**config.mk**
```make
export PLATFORM = sky130hd
export DESIGN_NAME = irq_frame_seq
export DESIGN_NICKNAME = d
export VERILOG_FILES = /design/src/rtl/irq_frame_pkg.sv /design/src/rtl/irq_seq_fsm.sv /design/src/rtl/frame_pack.sv /design/src/rtl/frame_unpack.sv /design/src/rtl/seg_ctl.sv /design/src/rtl/irq_frame_seq.sv
export SDC_FILE = /design/constraint.sdc
export NUM_CORES = 1
export LEC_CHECK = 0
export BUFFER_PORTS_ARGS = -buffer_cell sky130_fd_sc_hd__buf_2
export CAP_MARGIN = 40
export CORE_UTILIZATION = 46
export CTS_CLUSTER_SIZE = 14
export DETAILED_ROUTE_END_ITERATION = 10
export GPL_TIMING_DRIVEN = 1
export PLACE_DENSITY = 0.77
export SLEW_MARGIN = 20
export SYNTH_ARGS = -nofsm -noshare
export SYNTH_HDL_FRONTEND = slang
export SYNTH_SLANG_ARGS = --single-unit
```
**constraint.sdc**
```tcl
create_clock -name clk_i -period 1.6 [get_ports clk_i]
set_input_delay 0.32 -clock clk_i [delete_from_list [all_inputs] [get_ports clk_i]]
set_output_delay 0.32 -clock clk_i [all_outputs]
set_load 0.02 [all_outputs]
```
**src/rtl/irq_frame_pkg.sv**
```systemverilog
package irq_frame_pkg;
  typedef enum logic [1:0] {ST_IDLE, ST_PUSH, ST_POP, ST_DRAIN} seq_state_e;
  typedef logic [1:0] slot_t;
  // slot numbers give push order; pops run downward
  localparam slot_t SLOT_PCL = 2'd0;
  localparam slot_t SLOT_PCH = 2'd1;
  localparam slot_t SLOT_FLG = 2'd2;
  localparam slot_t SLOT_SEG = 2'd3;
endpackage

```
**src/rtl/irq_seq_fsm.sv**
```systemverilog
module irq_seq_fsm
  import irq_frame_pkg::*;
(
  input  logic  clk_i,
  input  logic  rst_ni,
  input  logic  irq_req_i,
  input  logic  iret_i,
  input  logic  long_frame_i,
  input  logic  rcv_vld_i,
  input  slot_t rcv_slot_i,
  output logic  ack_o,
  output logic  push_o,
  output logic  pop_o,
  output logic  busy_o,
  output logic  in_isr_o,
  output logic  mode_l_o,
  output logic  enter_done_o,
  output slot_t slot_o
);
  seq_state_e state_q;
  slot_t      slot_q, top_slot;
  logic       mode_q, in_isr_q, take_ret;

  assign top_slot     = mode_q ? SLOT_SEG : SLOT_FLG;
  assign ack_o        = (state_q == ST_IDLE) && !in_isr_q && irq_req_i;
  assign take_ret     = (state_q == ST_IDLE) && in_isr_q && iret_i;
  assign push_o       = (state_q == ST_PUSH);
  assign pop_o        = (state_q == ST_POP);
  assign busy_o       = (state_q != ST_IDLE);
  assign enter_done_o = push_o && (slot_q == top_slot);
  assign in_isr_o     = in_isr_q;
  assign mode_l_o     = mode_q;
  assign slot_o       = slot_q;

  always_ff @(posedge clk_i or negedge rst_ni) begin
    if (!rst_ni) begin
      state_q  <= ST_IDLE;
      slot_q   <= SLOT_PCL;
      mode_q   <= 1'b0;
      in_isr_q <= 1'b0;
    end else begin
      case (state_q)
        ST_IDLE: begin
          if (ack_o) begin
            state_q <= ST_PUSH;
            slot_q  <= SLOT_PCL;
            mode_q  <= long_frame_i;
          end else if (take_ret) begin
            state_q <= ST_POP;
            slot_q  <= top_slot;
          end
        end
        ST_PUSH: begin
          if (slot_q == top_slot) begin
            state_q  <= ST_IDLE;
            in_isr_q <= 1'b1;
          end else begin
            slot_q <= slot_q + 2'd1;
          end
        end
        ST_POP: begin
          if (slot_q == SLOT_PCL) state_q <= ST_DRAIN;
          else                    slot_q  <= slot_q - 2'd1;
        end
        ST_DRAIN: begin
          if (rcv_vld_i && rcv_slot_i == SLOT_PCL) begin
            state_q  <= ST_IDLE;
            in_isr_q <= 1'b0;
          end
        end
        default: state_q <= ST_IDLE;
      endcase
    end
  end
endmodule

```
**src/rtl/frame_pack.sv**
```systemverilog
module frame_pack
  import irq_frame_pkg::*;
#(
  parameter int DATA_W = 8,
  parameter int SEG_W  = 6,
  localparam int PC_W  = 2 * DATA_W
) (
  input  logic              clk_i,
  input  logic              rst_ni,
  input  logic              cap_i,
  input  logic [PC_W-1:0]   pc_i,
  input  logic [DATA_W-1:0] flags_i,
  input  logic [SEG_W-1:0]  csr_i,
  input  slot_t             slot_i,
  output logic [DATA_W-1:0] wdata_o
);
  logic [PC_W-1:0]   pc_q;
  logic [DATA_W-1:0] flg_q;
  logic [SEG_W-1:0]  seg_q;
  logic [DATA_W-1:0] seg_word;

  always_ff @(posedge clk_i or negedge rst_ni) begin
    if (!rst_ni) begin
      pc_q  <= '0;
      flg_q <= '0;
      seg_q <= '0;
    end else if (cap_i) begin
      pc_q  <= pc_i;
      flg_q <= flags_i;
      seg_q <= csr_i;
    end
  end

  generate
    if (SEG_W < DATA_W) begin : g_pad
      assign seg_word = {{(DATA_W - SEG_W){1'b0}}, seg_q};
    end else begin : g_full
      assign seg_word = seg_q;
    end
  endgenerate

  always_comb begin
    case (slot_i)
      SLOT_PCL: wdata_o = pc_q[DATA_W-1:0];
      SLOT_PCH: wdata_o = pc_q[PC_W-1:DATA_W];
      SLOT_FLG: wdata_o = flg_q;
      default:  wdata_o = seg_word;
    endcase
  end
endmodule

```
**src/rtl/frame_unpack.sv**
```systemverilog
module frame_unpack
  import irq_frame_pkg::*;
#(
  parameter int DATA_W = 8,
  parameter int SEG_W  = 6,
  localparam int PC_W  = 2 * DATA_W
) (
  input  logic              clk_i,
  input  logic              rst_ni,
  input  logic              pop_i,
  input  slot_t             slot_i,
  input  logic [DATA_W-1:0] rdata_i,
  output logic              rcv_vld_o,
  output slot_t             rcv_slot_o,
  output logic [PC_W-1:0]   pc_ret_o,
  output logic [DATA_W-1:0] flags_ret_o,
  output logic              done_o,
  output logic              seg_ld_o,
  output logic [SEG_W-1:0]  seg_val_o
);
  logic  vld_q, done_q;
  slot_t slot_q;
  logic [PC_W-1:0]   pc_q;
  logic [DATA_W-1:0] flg_q;

  always_ff @(posedge clk_i or negedge rst_ni) begin
    if (!rst_ni) begin
      vld_q  <= 1'b0;
      slot_q <= SLOT_PCL;
      pc_q   <= '0;
      flg_q  <= '0;
      done_q <= 1'b0;
    end else begin
      vld_q  <= pop_i;
      slot_q <= slot_i;
      done_q <= vld_q && (slot_q == SLOT_PCL);
      if (vld_q) begin
        case (slot_q)
          SLOT_PCL: pc_q[DATA_W-1:0]    <= rdata_i;
          SLOT_PCH: pc_q[PC_W-1:DATA_W] <= rdata_i;
          SLOT_FLG: flg_q               <= rdata_i;
          default:  ;
        endcase
      end
    end
  end

  assign rcv_vld_o   = vld_q;
  assign rcv_slot_o  = slot_q;
  assign seg_ld_o    = vld_q && (slot_q == SLOT_SEG);
  assign seg_val_o   = rdata_i[SEG_W-1:0];
  assign pc_ret_o    = pc_q;
  assign flags_ret_o = flg_q;
  assign done_o      = done_q;
endmodule

```
**src/rtl/seg_ctl.sv**
```systemverilog
module seg_ctl #(
  parameter int SEG_W = 6
) (
  input  logic             clk_i,
  input  logic             rst_ni,
  input  logic             wr_i,
  input  logic [SEG_W-1:0] wdata_i,
  input  logic             enter_ld_i,
  input  logic [SEG_W-1:0] isr_i,
  input  logic             restore_i,
  input  logic [SEG_W-1:0] restore_val_i,
  input  logic             isr_fetch_i,
  output logic [SEG_W-1:0] csr_o,
  output logic [SEG_W-1:0] active_o
);
  logic [SEG_W-1:0] csr_q;

  always_ff @(posedge clk_i or negedge rst_ni) begin
    if (!rst_ni)         csr_q <= '0;
    else if (restore_i)  csr_q <= restore_val_i;
    else if (enter_ld_i) csr_q <= isr_i;
    else if (wr_i)       csr_q <= wdata_i;
  end

  assign csr_o    = csr_q;
  assign active_o = isr_fetch_i ? isr_i : csr_q;
endmodule

```
**src/rtl/irq_frame_seq.sv**
```systemverilog
module irq_frame_seq
  import irq_frame_pkg::*;
#(
  parameter int DATA_W = 8,
  parameter int SEG_W  = 6,
  localparam int PC_W  = 2 * DATA_W
) (
  input  logic              clk_i,
  input  logic              rst_ni,
  input  logic              long_frame_i,
  input  logic              irq_req_i,
  output logic              irq_ack_o,
  input  logic              iret_i,
  output logic              ret_done_o,
  output logic              busy_o,
  input  logic [PC_W-1:0]   pc_i,
  input  logic [DATA_W-1:0] flags_i,
  output logic [PC_W-1:0]   pc_ret_o,
  output logic [DATA_W-1:0] flags_ret_o,
  input  logic              csr_we_i,
  input  logic [SEG_W-1:0]  csr_wdata_i,
  output logic [SEG_W-1:0]  csr_o,
  input  logic [SEG_W-1:0]  isr_i,
  output logic [SEG_W-1:0]  vec_seg_o,
  output logic [SEG_W-1:0]  active_seg_o,
  output logic              stk_push_o,
  output logic              stk_pop_o,
  output logic [DATA_W-1:0] stk_wdata_o,
  input  logic [DATA_W-1:0] stk_rdata_i
);
  logic  in_isr, mode_l, enter_done, rcv_vld, seg_ld, short_isr, wr_ok;
  slot_t slot, rcv_slot;
  logic [SEG_W-1:0] seg_val;

  irq_seq_fsm i_fsm (
    .clk_i, .rst_ni, .irq_req_i, .iret_i, .long_frame_i,
    .rcv_vld_i(rcv_vld), .rcv_slot_i(rcv_slot),
    .ack_o(irq_ack_o), .push_o(stk_push_o), .pop_o(stk_pop_o),
    .busy_o, .in_isr_o(in_isr), .mode_l_o(mode_l),
    .enter_done_o(enter_done), .slot_o(slot)
  );

  frame_pack #(.DATA_W(DATA_W), .SEG_W(SEG_W)) i_pack (
    .clk_i, .rst_ni, .cap_i(irq_ack_o), .pc_i, .flags_i,
    .csr_i(csr_o), .slot_i(slot), .wdata_o(stk_wdata_o)
  );

  frame_unpack #(.DATA_W(DATA_W), .SEG_W(SEG_W)) i_unpack (
    .clk_i, .rst_ni, .pop_i(stk_pop_o), .slot_i(slot), .rdata_i(stk_rdata_i),
    .rcv_vld_o(rcv_vld), .rcv_slot_o(rcv_slot), .pc_ret_o, .flags_ret_o,
    .done_o(ret_done_o), .seg_ld_o(seg_ld), .seg_val_o(seg_val)
  );

  assign short_isr = in_isr && !mode_l;
  assign wr_ok     = csr_we_i && !busy_o && !short_isr;

  seg_ctl #(.SEG_W(SEG_W)) i_seg (
    .clk_i, .rst_ni, .wr_i(wr_ok), .wdata_i(csr_wdata_i),
    .enter_ld_i(enter_done && mode_l), .isr_i,
    .restore_i(seg_ld), .restore_val_i(seg_val),
    .isr_fetch_i(short_isr), .csr_o, .active_o(active_seg_o)
  );

  assign vec_seg_o = isr_i;
endmodule

```
Yosys cells after proc, flatten, opt, wreduce, memory -nomap -nowiden
Index checks and enable logic that the tools add are counted.
{"block": "op_classes", "n_addsub": 2, "n_reduce_logical": 29, "n_eq_ne": 15, "mux": 20}
{"op": "$mux W6", "count": 4}
{"op": "$pmux W8 S3", "count": 1}
{"op": "$mux W2", "count": 9}
{"op": "$logic_and A1 B1 Y1", "count": 11}
{"op": "$eq A2 B2 Y1 const B", "count": 5}
{"op": "$ne A2 B2 Y1 const B", "count": 4}
{"op": "$pmux W2 S4", "count": 1}
{"op": "$reduce_and A2 Y1", "count": 4}
{"op": "$reduce_and A4 Y1", "count": 2}
{"op": "$eq A2 B1 Y1 const B", "count": 3}
{"op": "$logic_not A2 Y1", "count": 3}
{"op": "$pmux W2 S3", "count": 1}
{"op": "$reduce_bool A3 Y1", "count": 2}
{"op": "$logic_not A1 Y1", "count": 4}
{"op": "$reduce_bool A2 Y1", "count": 2}
{"op": "$mux W1", "count": 3}
{"op": "$ne A3 B2 Y1 const B", "count": 1}
{"op": "$reduce_and A3 Y1", "count": 1}
{"op": "$add A2 B1 Y2 const B", "count": 1}
{"op": "$eq A2 B2 Y1", "count": 1}
{"op": "$ne A2 B1 Y1 const B", "count": 1}
{"op": "$pmux W1 S2", "count": 1}
{"op": "$sub A2 B1 Y2 const B", "count": 1}
{"block": "word_totals", "wordCells": 80, "regBits": 70}

Logic depth before layout (Yosys ltp)
{"block": "logic_depth", "ltp_word": 7, "depth_mapped": 8, "depth_no_buf": 6}

Hierarchy
A second synthesis with hierarchy kept.
{"block": "unflattened", "hier_cells": 237, "area_unflattened_um2": 3397.0}
{"module": "frame_pack", "n_inst": 1, "area_each_um2": 1301.2, "cells_per_inst": 76, "seq_area_each_um2": 750.7}
{"module": "frame_unpack", "n_inst": 1, "area_each_um2": 1069.8, "cells_per_inst": 63, "seq_area_each_um2": 700.7}
{"module": "irq_seq_fsm", "n_inst": 1, "area_each_um2": 478.0, "cells_per_inst": 49, "seq_area_each_um2": 150.1}
{"module": "seg_ctl", "n_inst": 1, "area_each_um2": 469.2, "cells_per_inst": 40, "seq_area_each_um2": 150.1}
{"module": "irq_frame_seq", "n_inst": 1, "area_each_um2": 78.8, "cells_per_inst": 9, "seq_area_each_um2": 0.0}

Worst setup path before layout
OpenSTA, ideal clock, no wires.
{"block": "synth_path", "path_kind": "register -> register", "start": "register i_fsm.state_q[1]", "end": "register i_seg.csr_q[2], in the netlist i_seg.csr_o[2]", "n_path_buf": 1, "setup_ps": 132, "t_arrival_ps": 1698, "required_time_ps": 1468, "path_stages_with_launch": 8, "period_less_slack_ps": 1831, "slack_ps": -231, "cell_sequence": "dfrtp_1 -> inv_1 -> ha_1 -> and4_4 -> buf_6 -> mux2_2 -> mux2i_1 -> o21ai_1"}
{"block": "synth_between", "elab_chain_len": 5}
{"element": "start: declaration", "line": "irq_seq_fsm.sv:20", "source": "seq_state_e state_q;"}
{"element": "start signal: assignment", "line": "irq_seq_fsm.sv:37", "source": "state_q <= ST_IDLE;"}
{"element": "start signal: assignment", "line": "irq_seq_fsm.sv:45", "source": "state_q <= ST_PUSH;"}
{"element": "start signal: assignment", "line": "irq_seq_fsm.sv:49", "source": "state_q <= ST_POP;"}
{"element": "$eq A2 B1 Y1 *", "line": "irq_seq_fsm.sv:27", "source": "assign push_o = (state_q == ST_PUSH);"}
{"element": "named net stk_push_o", "line": "irq_frame_seq.sv:26", "source": "output logic stk_push_o,"}
{"element": "$logic_and A1 B1 Y1 *", "line": "irq_seq_fsm.sv:30", "source": "assign enter_done_o = push_o && (slot_q == top_slot);"}
{"element": "$logic_and A1 B1 Y1 *", "line": "irq_frame_seq.sv:59", "source": ".enter_ld_i(enter_done && mode_l), .isr_i,"}
{"element": "$mux W6", "line": "seg_ctl.sv:21", "source": "else if (enter_ld_i) csr_q <= isr_i;"}
{"element": "$mux W6", "line": "seg_ctl.sv:20", "source": "else if (restore_i) csr_q <= restore_val_i;"}
{"element": "end signal: assignment", "line": "seg_ctl.sv:20"}
{"element": "end signal: assignment", "line": "seg_ctl.sv:21"}
{"element": "end signal: assignment", "line": "seg_ctl.sv:22", "source": "else if (wr_i) csr_q <= wdata_i;"}
{"element": "end: declaration", "line": "seg_ctl.sv:16", "source": "logic [SEG_W-1:0] csr_q;"}
Mark *: on every way through the listed nets, which the timed path passes. The rest lies on a longest branch.
A chain may end at the register's enable or synchronous reset.

Final worst setup path
{"block": "layout_path", "start": "register i_fsm.slot_q[1], in the netlist i_fsm.slot_o[1]", "end": "output stk_wdata_o[2]"}
{"block": "layout_between", "elab_chain_len": 2}
{"element": "start: declaration", "line": "irq_seq_fsm.sv:21", "source": "slot_t slot_q, top_slot;"}
{"element": "start signal: assignment", "line": "irq_seq_fsm.sv:50", "source": "slot_q <= top_slot;"}
{"element": "start signal: assignment", "line": "irq_seq_fsm.sv:58", "source": "slot_q <= slot_q + 2'd1;"}
{"element": "start signal: assignment", "line": "irq_seq_fsm.sv:63", "source": "else slot_q <= slot_q - 2'd1;"}
{"element": "$eq A2 B2 Y1 (tied with other cells)", "line": "frame_pack.sv:43", "source": "case (slot_i)"}
{"element": "$pmux W8 S3 *", "line": "frame_pack.sv:43"}
{"element": "end: declaration", "line": "irq_frame_seq.sv:28", "source": "output logic [DATA_W-1:0] stk_wdata_o,"}
Mark *: on every way between the ends. The rest lies on a longest branch, timed or not.

==> report_table.html <==
<table>
<tr><th>Metric</th><th>Value</th></tr>
<tr><th colspan="2">Global route</th></tr>
<tr><td>Largest net degree at the start of global routing</td><td>26</td></tr>
<tr><td>Wire length of the first global-routing pass</td><td>13200 um</td></tr>
<tr><td>Global Route Usage Sum</td><td>23.5%</td></tr>
<tr><td>Antenna violations before repair</td><td>0</td></tr>
<tr><td>Vias in the first global route</td><td>2741</td></tr>
<tr><td>Final global-route overflow total</td><td>0</td></tr>
<tr><th colspan="2">Worst setup path</th></tr>
<tr><td>R2R depth</td><td>7</td></tr>
<tr><td>Reg-to-reg startpoint</td><td>i_fsm.slot_o[0]</td></tr>
<tr><td>Launch point of the critical path</td><td>i_fsm.slot_o[1]</td></tr>
<tr><td>CP Class</td><td>flip-flop to primary output</td></tr>
<tr><td>Slack of the worst reg-to-reg path</td><td>-0.19 ns</td></tr>
<tr><td>Req. time, crit path</td><td>1.28 ns</td></tr>
<tr><td>Critical path data arrival time</td><td>1.74 ns</td></tr>
<tr><td>Critical Path Start Type</td><td>flip-flop</td></tr>
<tr><td>Biggest fanout along the worst timing path</td><td>8</td></tr>
<tr><td>Endpoint of the worst-slack reg-to-reg timing path</td><td>i_fsm.slot_o[0]</td></tr>
<tr><td>Worst setup path end</td><td>stk_wdata_o[2]</td></tr>
<tr><td>Kind of capture point of the worst setup path</td><td>primary output</td></tr>
<tr><th colspan="2">Cells and area</th></tr>
<tr><td>Sequential cell area in the final layout</td><td>0.00175 mm2</td></tr>
<tr><td>Antenna Diode Count</td><td>0</td></tr>
<tr><td>Count of fill cells added during filler insertion</td><td>537</td></tr>
<tr><td>Relative area change from synthesis to final layout</td><td>37.7%</td></tr>
<tr><td>Multi-input gate area in the final layout</td><td>0.00153 mm2</td></tr>
<tr><td>Final Non-Filler Cells</td><td>538</td></tr>
<tr><td>Fraction of layout instances using a drive strength above 1</td><td>49.8%</td></tr>
<tr><td>Post-Route Utilization</td><td>66.2%</td></tr>
<tr><td>Final Instance Area</td><td>0.00455 mm2</td></tr>
<tr><td>Final net count</td><td>496</td></tr>
<tr><th colspan="2">Placed design</th></tr>
<tr><td>Buffers on Ports</td><td>104</td></tr>
<tr><td>Number of instances in the placed design</td><td>504</td></tr>
<tr><td>Worst setup slack after placement</td><td>-0.181 ns</td></tr>
<tr><td>Post-Place Cell Area</td><td>0.00400 mm2</td></tr>
<tr><td>Estimated wirelength of the detail-placed design</td><td>5790 um</td></tr>
<tr><td>GP Congestion</td><td>0.790</td></tr>
<tr><th colspan="2">Routing</th></tr>
<tr><td>DRC violation count after routing</td><td>0</td></tr>
<tr><td>Drt first-iter violations</td><td>201</td></tr>
<tr><td>Routed Wire Length</td><td>8270 um</td></tr>
<tr><td>Average wire length per cell after detail routing</td><td>15.4 um</td></tr>
<tr><td>Mean number of vias per cell</td><td>5.15</td></tr>
<tr><td>Post-DRT Antenna Nets</td><td>0</td></tr>
<tr><td>DR vias</td><td>2770</td></tr>
<tr><td>Router iterations before antenna repair</td><td>5</td></tr>
<tr><th colspan="2">Logic synthesis</th></tr>
<tr><td>Sequential-to-total area share from yosys stat</td><td>53.1%</td></tr>
<tr><td>Most common cell in the synthesized netlist</td><td>nand2_1</td></tr>
<tr><td>Post-synth EDFFs</td><td>0</td></tr>
<tr><td>Synthesis-stage register bit count</td><td>70</td></tr>
<tr><td>Share of Yosys cell area claimed by the top area cell type</td><td>53.1%</td></tr>
<tr><td>Synthesis Warnings</td><td>0</td></tr>
<tr><td>Distinct cell type count after synthesis</td><td>30</td></tr>
<tr><td>Dominant register cell in the synthesized netlist</td><td>dfrtp_1</td></tr>
<tr><td>Most area-consuming cells after synthesis</td><td>dfrtp_1 (53%), mux2_2 (12%), nand2_1 (10%)</td></tr>
<tr><td>Mean area per synthesized cell</td><td>10.9 um2</td></tr>
<tr><td>Async SR Flop Fraction</td><td>100%</td></tr>
<tr><td>Synth Instances</td><td>304</td></tr>
<tr><td>Most frequent cells after synthesis</td><td>nand2_1 (91), dfrtp_1 (70), mux2_2 (36), mux2i_1 (18), inv_1 (13)</td></tr>
<tr><td>Largest area contributor in the synthesized netlist</td><td>dfrtp_1</td></tr>
<tr><td>Syn Std Cell Area</td><td>0.00330 mm2</td></tr>
<tr><td>Post-Synthesis Net Count</td><td>363</td></tr>
<tr><th colspan="2">CTS</th></tr>
<tr><td>Longest Clk Path Bufs</td><td>2</td></tr>
<tr><td>Clock tree from TritonCTS</td><td>yes</td></tr>
<tr><td>H-Tree Depth</td><td>3</td></tr>
<tr><td>Insertion delay to the later sink of the worst-skew pair</td><td>0.35 ns</td></tr>
<tr><td>Clock sink total</td><td>70</td></tr>
<tr><td>Number of buffers inserted during clock tree synthesis</td><td>9</td></tr>
<tr><td>Clock slew seen by the registers of the worst setup and hold paths</td><td>0.08 ns</td></tr>
<tr><td>Root Driver</td><td>clkbuf_8</td></tr>
<tr><th colspan="2">STA</th></tr>
<tr><td>Final hold slack</td><td>0.157 ns</td></tr>
<tr><td>Total Neg Setup Slack</td><td>-5.66 ns</td></tr>
<tr><td>Least setup slack across all paths after layout</td><td>-0.460 ns</td></tr>
<tr><td>Final hold violation count</td><td>0</td></tr>
<tr><td>Setup repair after global routing missed its margin</td><td>true</td></tr>
<tr><td>Worst Max-Slew Pin Slew</td><td>0.473 ns</td></tr>
<tr><td>Headroom to the max-slew limit</td><td>68.4%</td></tr>
<tr><td>Tcrit/Tclk final</td><td>129%</td></tr>
<tr><td>Fin. max-slew vios</td><td>0</td></tr>
<tr><td>Post-route minimum period</td><td>2.06 ns</td></tr>
<tr><td>Max Fclk</td><td>485 MHz</td></tr>
<tr><td>Clock tree skew after final layout</td><td>0.00574 ns</td></tr>
<tr><td>Number of setup violations in the final report</td><td>26</td></tr>
<tr><th colspan="2">Job</th></tr>
<tr><td>Max-cap violations</td><td>0</td></tr>
<tr><th colspan="2">Floorplan</th></tr>
<tr><td>DIE AREA</td><td>0.00752 mm2</td></tr>
<tr><td>Die boundary width</td><td>86.7 um</td></tr>
<tr><td>Die Span Y</td><td>86.7 um</td></tr>
<tr><td>Core ar.</td><td>0.00687 mm2</td></tr>
<tr><td>Initial cell density of the core</td><td>48.1%</td></tr>
<tr><td>Placement row count</td><td>30</td></tr>
<tr><td>Top Ports</td><td>105</td></tr>
<tr><th colspan="2">Min path</th></tr>
<tr><td>Hold path startpoint</td><td>pc_i[13]</td></tr>
<tr><td>Type of the most critical hold path</td><td>primary input to flip-flop</td></tr>
<tr><th colspan="2">Power and ir drop</th></tr>
<tr><td>Maximum ir drop on the vdd rail</td><td>351 uV</td></tr>
<tr><td>Power Dens Cells</td><td>753 mW/mm2</td></tr>
<tr><td>Total leakage power</td><td>2.44 nW</td></tr>
<tr><td>Overall power consumption</td><td>3.43 mW</td></tr>
<tr><th colspan="2">Outcome</th></tr>
<tr><td>Run status</td><td>finished, violations left</td></tr>
<tr><td>Failing checks</td><td>negative setup slack</td></tr>
</table>
## per-layer routing
metal	wire [um]	track usage (%)
met1	3500	28.9
met5	0	0
met2	4230	40.3
met3	332	4.10
met4	207	11.4
## area by class of cell
| cell class | instances | area share, % |
|---|---|---|
| Clock buffer | 9 | 2.72 |
| Timing Repair Buffer | 143 | 19.7 |
| Multi-Input combinational cell | 199 | 33.6 |
| Clock inverter | 7 | 1.62 |
| Tap cell | 96 | 2.64 |
| Sequential cell | 70 | 38.5 |
| Inverter | 14 | 1.21 |
## what timing repair did
| action | 4_1_cts | 5_1_grt |
|---|---|---|
| hold endpoints to repair | 70 | 0 |
| buffers inserted | 13 | 4 |
| pin swaps | 9 | 10 |
| setup endpoints to repair | 26 | 34 |
| gates resized for setup | 52 | 2 |
| hold buffers | 1 | 0 |
## how the worst min path moves through the flow
| stage | to | depth (start not counted) | slack, ns |
|---|---|---|---|
| detailed placement | i_unpack.pc_ret_o[4] | 2 | 0.35 |
| floorplan | i_fsm.in_isr_o | 0 | 0.02 |
| global placement | i_unpack.pc_ret_o[4] | 2 | 0.34 |
| global route | i_pack.pc_q[7] | 3 | 0.16 |
| finish | i_pack.pc_q[13] | 3 | 0.16 |
| CTS | i_pack.flg_q[0] | 3 | 0.15 |
## sequential cells by signal, indices dropped and copies added, names as in the netlist
| register | count |
|---|---|
| i_unpack.done_o | 1 |
| i_pack.seg_q | 6 |
| i_fsm.in_isr_o | 1 |
| i_unpack.pc_ret_o | 16 |
| i_seg.csr_o | 6 |
| i_unpack.rcv_vld_o | 1 |
| i_unpack.flags_ret_o | 8 |
| i_pack.flg_q | 8 |
| i_unpack.rcv_slot_o | 2 |
| i_fsm.slot_o | 2 |
| i_pack.pc_q | 16 |
| i_fsm.mode_l_o | 1 |
| i_fsm.state_q | 2 |
## kinds of logic after synthesis
logic type,count (synthesis),share of synthesized area (%)
adder cells (fa/ha/maj),9,3.41
flip-flops,70,53.1
XOR/XNOR,1,0.265
AND/OR/NAND/NOR,104,12.9
buffers and inverters,35,5.68
AO/OA/AOI/OAI,30,6.63
multiplexers,55,18.1
## critical path: stages, from the launching register on
cell	delay (ns)
dfrtp_1	0.41
inv_2	0.09
ha_4	0.20
a222oi_1	0.40
mux2i_2	0.11
buf_2	0.17
## power breakdown
part           internal (mW)  total, mW  switching, mW
Clock                  0.724       1.41          0.690
Combinational         0.0943      0.215          0.121
Sequential              1.79       1.80        0.00904
## placed cells by master, fill, tap and decap left out, types with 9 or more instances in the layout
cell      synthesis  final
buf_2             3     93
buf_4             8     35
buf_6             3     14
clkbuf_8          0      9
dfrtp_1          70     69
mux2_2           36     24
mux2_4            0     12
mux2i_1          18     11
nand2_1          91     91
Note: power is estimated with default switching activity, not from simulation.
